`src/rtl/wdog_pkg.sv`:
```
package wdog_pkg;
  localparam int SEL_W         = 4;
  localparam int CTRL_EN_BIT   = 0;
  localparam int CTRL_SEL_LSB  = 1;
  localparam int CTRL_LOCK_BIT = 5;
  localparam int CLR_BIT       = 0;

  typedef enum logic [1:0] {
    ADDR_CTRL  = 2'd0,
    ADDR_KICK  = 2'd1,
    ADDR_CLEAR = 2'd2
  } wdog_addr_e;
endpackage

```
`src/rtl/wdog_cfg.sv`:
```
module wdog_cfg
  import wdog_pkg::*;
#(
  parameter int DW = 16,
  parameter logic [DW-1:0] KEY = 16'h5A3C
) (
  input  logic             clk,
  input  logic             rst,
  input  logic             busy,
  input  logic             restore,
  input  logic             wr_en,
  input  logic [1:0]       wr_addr,
  input  logic [DW-1:0]    wr_data,
  output logic             en,
  output logic [SEL_W-1:0] sel,
  output logic             kick,
  output logic             clr_req
);
  logic lock;
  logic wr_ok;

  assign wr_ok   = wr_en && !busy;
  assign kick    = wr_ok && (wr_addr == ADDR_KICK) && (wr_data == KEY);
  assign clr_req = wr_ok && (wr_addr == ADDR_CLEAR) && wr_data[CLR_BIT];

  always_ff @(posedge clk) begin
    if (rst || restore) begin
      en   <= 1'b0;
      sel  <= '0;
      lock <= 1'b0;
    end else if (wr_ok && (wr_addr == ADDR_CTRL)) begin
      if (!lock) begin
        en  <= wr_data[CTRL_EN_BIT];
        sel <= wr_data[CTRL_SEL_LSB +: SEL_W];
      end
      lock <= lock | wr_data[CTRL_LOCK_BIT];
    end
  end
endmodule

```
`src/rtl/wdog_count.sv`:
```
module wdog_count
  import wdog_pkg::*;
#(
  parameter int MIN_EXP = 16
) (
  input  logic             clk,
  input  logic             rst,
  input  logic             en,
  input  logic             hold,
  input  logic             kick,
  input  logic [SEL_W-1:0] sel,
  output logic             timeout
);
  localparam int CW = MIN_EXP + (1 << SEL_W);

  logic [CW-1:0] count;
  logic [CW-1:0] term;
  logic [CW-1:0] one;

  assign one     = CW'(1);
  assign term    = (one << (MIN_EXP + int'(sel))) - one;
  assign timeout = en && !hold && !kick && (count == term);

  always_ff @(posedge clk) begin
    if (rst || !en || kick || timeout) count <= '0;
    else if (!hold)                   count <= count + one;
  end
endmodule

```
`src/rtl/wdog_stage.sv`:
```
module wdog_stage #(
  parameter int RST_LEN = 16
) (
  input  logic clk,
  input  logic rst,
  input  logic timeout,
  input  logic clr_req,
  output logic flag,
  output logic irq,
  output logic sys_rst,
  output logic restore
);
  localparam int PW = $clog2(RST_LEN + 1);

  logic [PW-1:0] pc;

  assign restore = sys_rst && (pc == '0);

  always_ff @(posedge clk) begin
    if (rst) begin
      flag    <= 1'b0;
      irq     <= 1'b0;
      sys_rst <= 1'b0;
      pc      <= '0;
    end else begin
      irq <= 1'b0;
      if (sys_rst) begin
        if (pc == '0) begin
          sys_rst <= 1'b0;
          flag    <= 1'b0;
        end else begin
          pc <= pc - PW'(1);
        end
      end else if (timeout) begin
        if (flag) begin
          sys_rst <= 1'b1;
          pc      <= PW'(RST_LEN - 1);
        end else begin
          flag <= 1'b1;
          irq  <= 1'b1;
        end
      end else if (clr_req) begin
        flag <= 1'b0;
      end
    end
  end
endmodule

```
`src/rtl/wdog_escalate.sv`:
```
module wdog_escalate
  import wdog_pkg::*;
#(
  parameter int DW = 16,
  parameter logic [DW-1:0] KEY = 16'h5A3C,
  parameter int MIN_EXP = 16,
  parameter int RST_LEN = 16
) (
  input  logic          clk,
  input  logic          rst,
  input  logic          wr_en,
  input  logic [1:0]    wr_addr,
  input  logic [DW-1:0] wr_data,
  output logic          irq_o,
  output logic          flag_o,
  output logic          sys_rst_o
);
  logic             en, kick, clr_req, timeout, restore;
  logic [SEL_W-1:0] sel;

  wdog_cfg #(.DW(DW), .KEY(KEY)) u_cfg (
    .clk(clk), .rst(rst), .busy(sys_rst_o), .restore(restore),
    .wr_en(wr_en), .wr_addr(wr_addr), .wr_data(wr_data),
    .en(en), .sel(sel), .kick(kick), .clr_req(clr_req)
  );

  wdog_count #(.MIN_EXP(MIN_EXP)) u_count (
    .clk(clk), .rst(rst), .en(en), .hold(sys_rst_o), .kick(kick),
    .sel(sel), .timeout(timeout)
  );

  wdog_stage #(.RST_LEN(RST_LEN)) u_stage (
    .clk(clk), .rst(rst), .timeout(timeout), .clr_req(clr_req),
    .flag(flag_o), .irq(irq_o), .sys_rst(sys_rst_o), .restore(restore)
  );
endmodule

```
`config.mk`:
```
export PLATFORM = sky130hd
export DESIGN_NAME = wdog_escalate
export DESIGN_NICKNAME = d
export VERILOG_FILES = /design/src/rtl/wdog_pkg.sv /design/src/rtl/wdog_cfg.sv /design/src/rtl/wdog_count.sv /design/src/rtl/wdog_stage.sv /design/src/rtl/wdog_escalate.sv
export SDC_FILE = /design/constraint.sdc
export NUM_CORES = 1
export LEC_CHECK = 0
export BUFFER_PORTS_ARGS = -buffer_cell sky130_fd_sc_hd__buf_2
export CAP_MARGIN = 10
export CORE_MARGIN = 3
export CORE_UTILIZATION = 50
export CTS_CLUSTER_DIAMETER = 120
export DETAILED_ROUTE_END_ITERATION = 8
export PLACE_DENSITY = 0.76
export SYNTH_ARGS = -nofsm -noshare
export SYNTH_HDL_FRONTEND = slang
export SYNTH_HIERARCHICAL = 1
export SYNTH_SLANG_ARGS = --single-unit
```
`constraint.sdc`:
```
create_clock -name clk -period 8.9 [get_ports clk]
set_input_delay 0.89 -clock clk [delete_from_list [all_inputs] [get_ports clk]]
set_output_delay 0.89 -clock clk [all_outputs]
set_load 0.005 [all_outputs]
```
* Word-level counts from Yosys, hierarchy flattened
Index checks and enable logic that the tools add are counted.
** Storage, ports and cells
- Register bits :: 46
- Input port bits :: 21
- Output and inout bits :: 3
- Word-level logic and storage cells :: 61
** Operators by class
- Add/sub/neg operators :: 4
- Equal/unequal tests :: 6
- Shifts and indexed selects :: 1
- Multiplexer cells :: 13
- Bitwise gates (word level) :: 3
- Reduce and logical (&&, ||, !) cells :: 26
** Operators with widths (number)
- 32-bit by 1-bit adder with 32-bit output, second input constant :: 1
- 32-bit equality test :: 1
- 1-bit by 32-bit << shifter with 32-bit output, first input constant :: 1
- 32-bit by 1-bit subtractor with 32-bit output, second input constant :: 1
- 5-bit two-way mux :: 4
- 16-bit by 15-bit equality test with 1-bit output, second input constant :: 1
- 1-bit logical AND :: 10
- 1-bit two-way mux :: 9
- 5-bit by 4-bit adder with 6-bit output, first input constant :: 1
- 5-bit zero test :: 1
- 5-bit by 1-bit subtractor with 5-bit output, second input constant :: 1
- 1-bit logical OR :: 4
- 2-bit inequality test, second input constant :: 2
- 2-bit AND reduction :: 2
- 2-bit nonzero test :: 2
- 1-bit zero test :: 3
- 3-bit AND reduction :: 1
- 3-bit nonzero test :: 1
- 3-bit OR reduction :: 1
- 2-bit by 1-bit equality test with 1-bit output, second input constant :: 1
- 2-bit equality test, second input constant :: 1
- 2-bit zero test :: 1
- 1-bit inverter :: 2
- 1-bit OR :: 1

* Depth between registers and ports, before layout
- Word-level depth :: 9
- Depth in mapped cells :: 15
- Depth with buffers taken out :: 12

* Cells and area by module
Netlist, hierarchy kept.
** By module, submodules not included
- wdog_count :: instances 1, cells an instance 256, area an instance 2192.1 µm², seq. area each 640.6 µm²
- wdog_stage :: instances 1, cells an instance 38, area an instance 387.9 µm², seq. area each 160.2 µm²
- wdog_cfg :: instances 1, cells an instance 37, area an instance 329.1 µm², seq. area each 120.1 µm²

* Worst setup path before layout
OpenSTA, ideal clock, no wires.
- Kind :: reg-to-reg
- From :: register u_cfg.sel[1]
- To :: register u_stage.pc[2]
- Library setup time :: 114 ps
- Arrival :: 2989 ps
- Data required time :: 8786 ps
- Slack :: 5796 ps
- Cell stages (with the launch flop) :: 14
- Path buffers :: 2
- Clock period less this slack :: 3104 ps
- Cell sequence :: dfxtp_1 > buf_2 > nor3_1 > nand2b_1 > ha_1 > buf_6 > or4b_4 > a211o_1 > o211ai_2 > nand2_1 > nor4_1 > and3b_1 > a21oi_4 > a2111oi_0
** Between the ends
- Longest elaborated chain between the ends :: 7
** RTL lines
- start: declaration :: line wdog_cfg.sv:15 : output logic [SEL_W-1:0] sel,
- start signal: assignment :: line wdog_cfg.sv:34 : sel <= wr_data[CTRL_SEL_LSB +: SEL_W];
- 5-bit by 4-bit adder with 6-bit output :: line wdog_count.sv:21 : assign term = (one << (MIN_EXP + int'(sel))) - one;
- 1-bit by 32-bit << shifter with 32-bit output :: line wdog_count.sv:21
- 32-bit by 1-bit subtractor with 32-bit output :: line wdog_count.sv:21
- 32-bit equality test :: line wdog_count.sv:22 : assign timeout = en && !hold && !kick && (count == term);
- 1-bit logical AND :: line wdog_count.sv:22
- via timeout :: line wdog_escalate.sv:18 : logic en, kick, clr_req, timeout, restore;
- 2-bit nonzero test (no line)
- 3-bit AND reduction (no line)
- end signal: assignment :: line wdog_stage.sv:32 : pc <= pc - PW'(1);
- end signal: assignment :: line wdog_stage.sv:37 : pc <= PW'(RST_LEN - 1);
- end: declaration :: line wdog_stage.sv:15 : logic [PW-1:0] pc;
The timed path passes the listed nets, and every way through them passes these cells.
A chain may end at the register's enable or synchronous reset.

* Worst setup path after layout
- From :: register u_cfg.sel[3]
- To :: register u_stage.pc[2]
The elaborated chain is that of the path after synthesis.

==> results.toml <==
[outcome]
outcome = "finished clean"

[critical_path]
worstSetupEndpointType = "flop"
worstPathRequired_ns = 9.08
cp.buffers_inverters = 0
worstPathCellList = "nor3_1 -> nand2b_1 -> ha_1 -> or3b_1 -> a21oi_1 -> or3b_2 -> nand4_1 -> nor4_1 -> and3b_1 -> a21oi_4 -> a2111oi_0"
worstReg2RegStart = "u_cfg/sel[3]$_SDFFE_PP0P_"
cp_max_fo = 25
worst-r2r-setup-slack_ns = 4.93
crit_family = "simple AND/OR/NAND/NOR gates"
worst_ep_arrival_time_ns = 4.15
cpMaxStageDelayCell = "dfxtp_1"
cp-startpoint = "u_cfg/sel[3]$_SDFFE_PP0P_"
critPathKind = "flop to flop"
slowest_delay_ns = 0.84
cp-start-kind = "flop"

[route]
antenna_left = 0
via_per_inst = 5.80
drt-total-wl_um = 5790
drc = 0
routedWlPerCell_um = 13.8
vias = 2429
dr.pass1.iters = 4
first_iter_violations = 133

[die]
dieHeight_um = 82.3
die_w_um = 82.3
start_util = 0.522
core_area_sq_mm = 0.00557
ios = 24
fp.dieArea_sq_mm = 0.00677
num_rows = 27

[synth]
yosysSeqAreaShare = 0.317
synth_top_area_cell = "dfxtp_1"
async_flop_share = 0
postSynthAreaPerCell_sq_um = 8.79
synth_area_sq_mm = 0.00291
synth_ff_type = "dfxtp_1"
synth_cells = 331
synth_edf_count = 0
yosysTopAreaCellShare = 0.317
ys_warn_count = 6
ys_seq_elements = 46
synth_cell_type_count = 68
ys_top_cells_by_area = "dfxtp_1 (32%), xnor2_1 (7.2%), nor3_2 (6.9%), xor2_1 (4.2%), nor2_1 (3.9%)"
synth_nets = 355

[sta]
finClkSkew_ns = 0.00216
final-setup-viol-count = 0
setup_ws_ns = 4.93
hold_viol = 0
max_freq_mhz = 252
min_period_over_period = 0.446
worst_slew_pin_slew_ns = 0.891
max_slew_margin = 0.406
rsz0062_at_grt = "false"
finalMaxSlewViolations = 0
post-route-min-period_ns = 3.97
fin_setup_tns_ns = 0

[power_and_ir_drop]
p_sw_frac = 0.241
powerDensity_mw_per_mm2 = 121
p_total_mw = 0.377
vdd_ir_drop_max_uv = 91.6
power_frac_comb = 0.098
p_leak_nw = 1.00
intPower_mw = 0.286
p_sw_mw = 0.0909
p_seq_frac = 0.558
clkPwrFrac = 0.343

[placed_design]
place_ws_ns = 4.97
place.gp.congestion = 0.800
port_buffers = 23
dpl.hpwl_um = 4090

[cts]
clkTransAtPathRegs_ns = 0.08
cts_buffers = 5
cts_buffer_depth = 2
cts_sinks = 46
ctsResizeCount = 0
clkLatencyLatePin_ns = 0.29
holdBufCountCts = 0
postCtsSetupBuffers = 0
clock-root-buffer = "clkbuf_8"
cts_max_level = 2
cts_tree = "done"

[finish]
fillers = 519
synthToLayoutAreaGrowth_pct = 7.31
n_antenna_cell = 0
nets = 370
fin_util = 0.560
drive_above_1_share = 0.205

[grt]
grt_antenna_before_repair = 0
grt_max_degree = 33
grt_pass1_vias = 2086
grt_pass1_wl_um = 9670
grtUsageTotal = 0.181
overflow = 0

[hold_path]
hp-class = "flop to flop"
hold_start = "u_stage/flag$_SDFFE_PP0P_"

[job]
cap_violations = 0
## kinds of logic after synthesis
group,synth area share
compound gates,0.129
buf+inv,0.0469
mux,0.00344
xor+xnor,0.114
fa+ha+maj,0.0129
simple gates,0.377
flops,0.317
## per-layer routing
metal / track usage / vias to the layer above / wire (um)
li1: - / 1241 / -
met1: 0.252 / 1132 / 2860
met2: 0.281 / 45 / 2680
met3: 0.0325 / 11 / 172
met4: 0.0598 / 0 / 85
met5: 0 / - / 0
## cells in the mapped netlist (4+ instances only)
cell type	n
and4_1	4
clkbuf_1	5
nand2_1	19
a21oi_1	10
nand3_1	15
nor2_1	30
nor3_2	20
and2_1	4
buf_2	7
dfxtp_1	46
xnor2_1	24
o311ai_1	4
and3_1	4
o21ai_0	5
nand2b_1	8
nand4_1	14
nor3b_1	5
xor2_1	14
nor3_1	14
nor4bb_1	5
inv_1	10
## metrics by stage
stage / instance area (sq um) / std cells / hold slack (ns)
global placement: 3030 / 411 / 0.461
CTS: 3120 / 419 / 0.481
detailed placement: 3030 / 411 / 0.470
floorplan: 2910 / 331 / 0.441
global route: 3120 / 419 / 0.496
finish: 3120 / 419 / 0.471
## final cells by class
class	instances	area (sq um)	area share
multi-input cells	258	1850	0.593
flip-flops and latches	46	921	0.295
repair buffers	25	130	0.0417
well taps	72	90.1	0.0289
clock buffers	7	86.3	0.0277
inverters	10	37.5	0.0120
clock inverters	1	5.00	0.00160
## sequential cells by signal, indices dropped and copies added, names as in the netlist
| name | count |
|---|---|
| u_stage/flag | 1 |
| u_count/count | 32 |
| u_stage/irq | 1 |
| u_cfg/lock | 1 |
| u_cfg/sel | 4 |
| u_stage/pc | 5 |
| u_stage/sys_rst | 1 |
| u_cfg/en | 1 |
## final timing paths
check                                                  end  cells after the start
worst max-delay path            u_stage/pc[2]$_SDFFE_PP0P_                     11
worst min-delay path                u_stage/irq$_SDFF_PP0_                      1
worst max register to register  u_stage/pc[2]$_SDFFE_PP0P_                     11
worst min register to register      u_stage/irq$_SDFF_PP0_                      1
## placed cells by master, fill, tap and decap left out, drive strengths merged, types with 4 or more instances in the layout
master / n
nand3: 15
nor3b: 5
o311ai: 5
xor2: 14
and4: 4
nand2b: 8
buf: 25
nand4: 14
xnor2: 24
nor2: 31
a21oi: 12
clkbuf: 7
o21ai: 5
inv: 10
and2: 4
nor4bb: 5
or3b: 4
o211ai: 5
nand2: 19
dfxtp: 46
and3: 5
nor3: 34
## power groups by stage
stage / Clock (mW) / Sequential (mW) / Combinational, mW
after global placement: 0 / 0.215 / 0.0356
after CTS: 0.134 / 0.211 / 0.0368
after detailed placement: 0 / 0.215 / 0.0366
after global routing: 0.141 / 0.211 / 0.0412
final: 0.129 / 0.211 / 0.0370
after floorplan: 0 / 0.213 / 0.0305
Power figures use the tool's default switching activity.
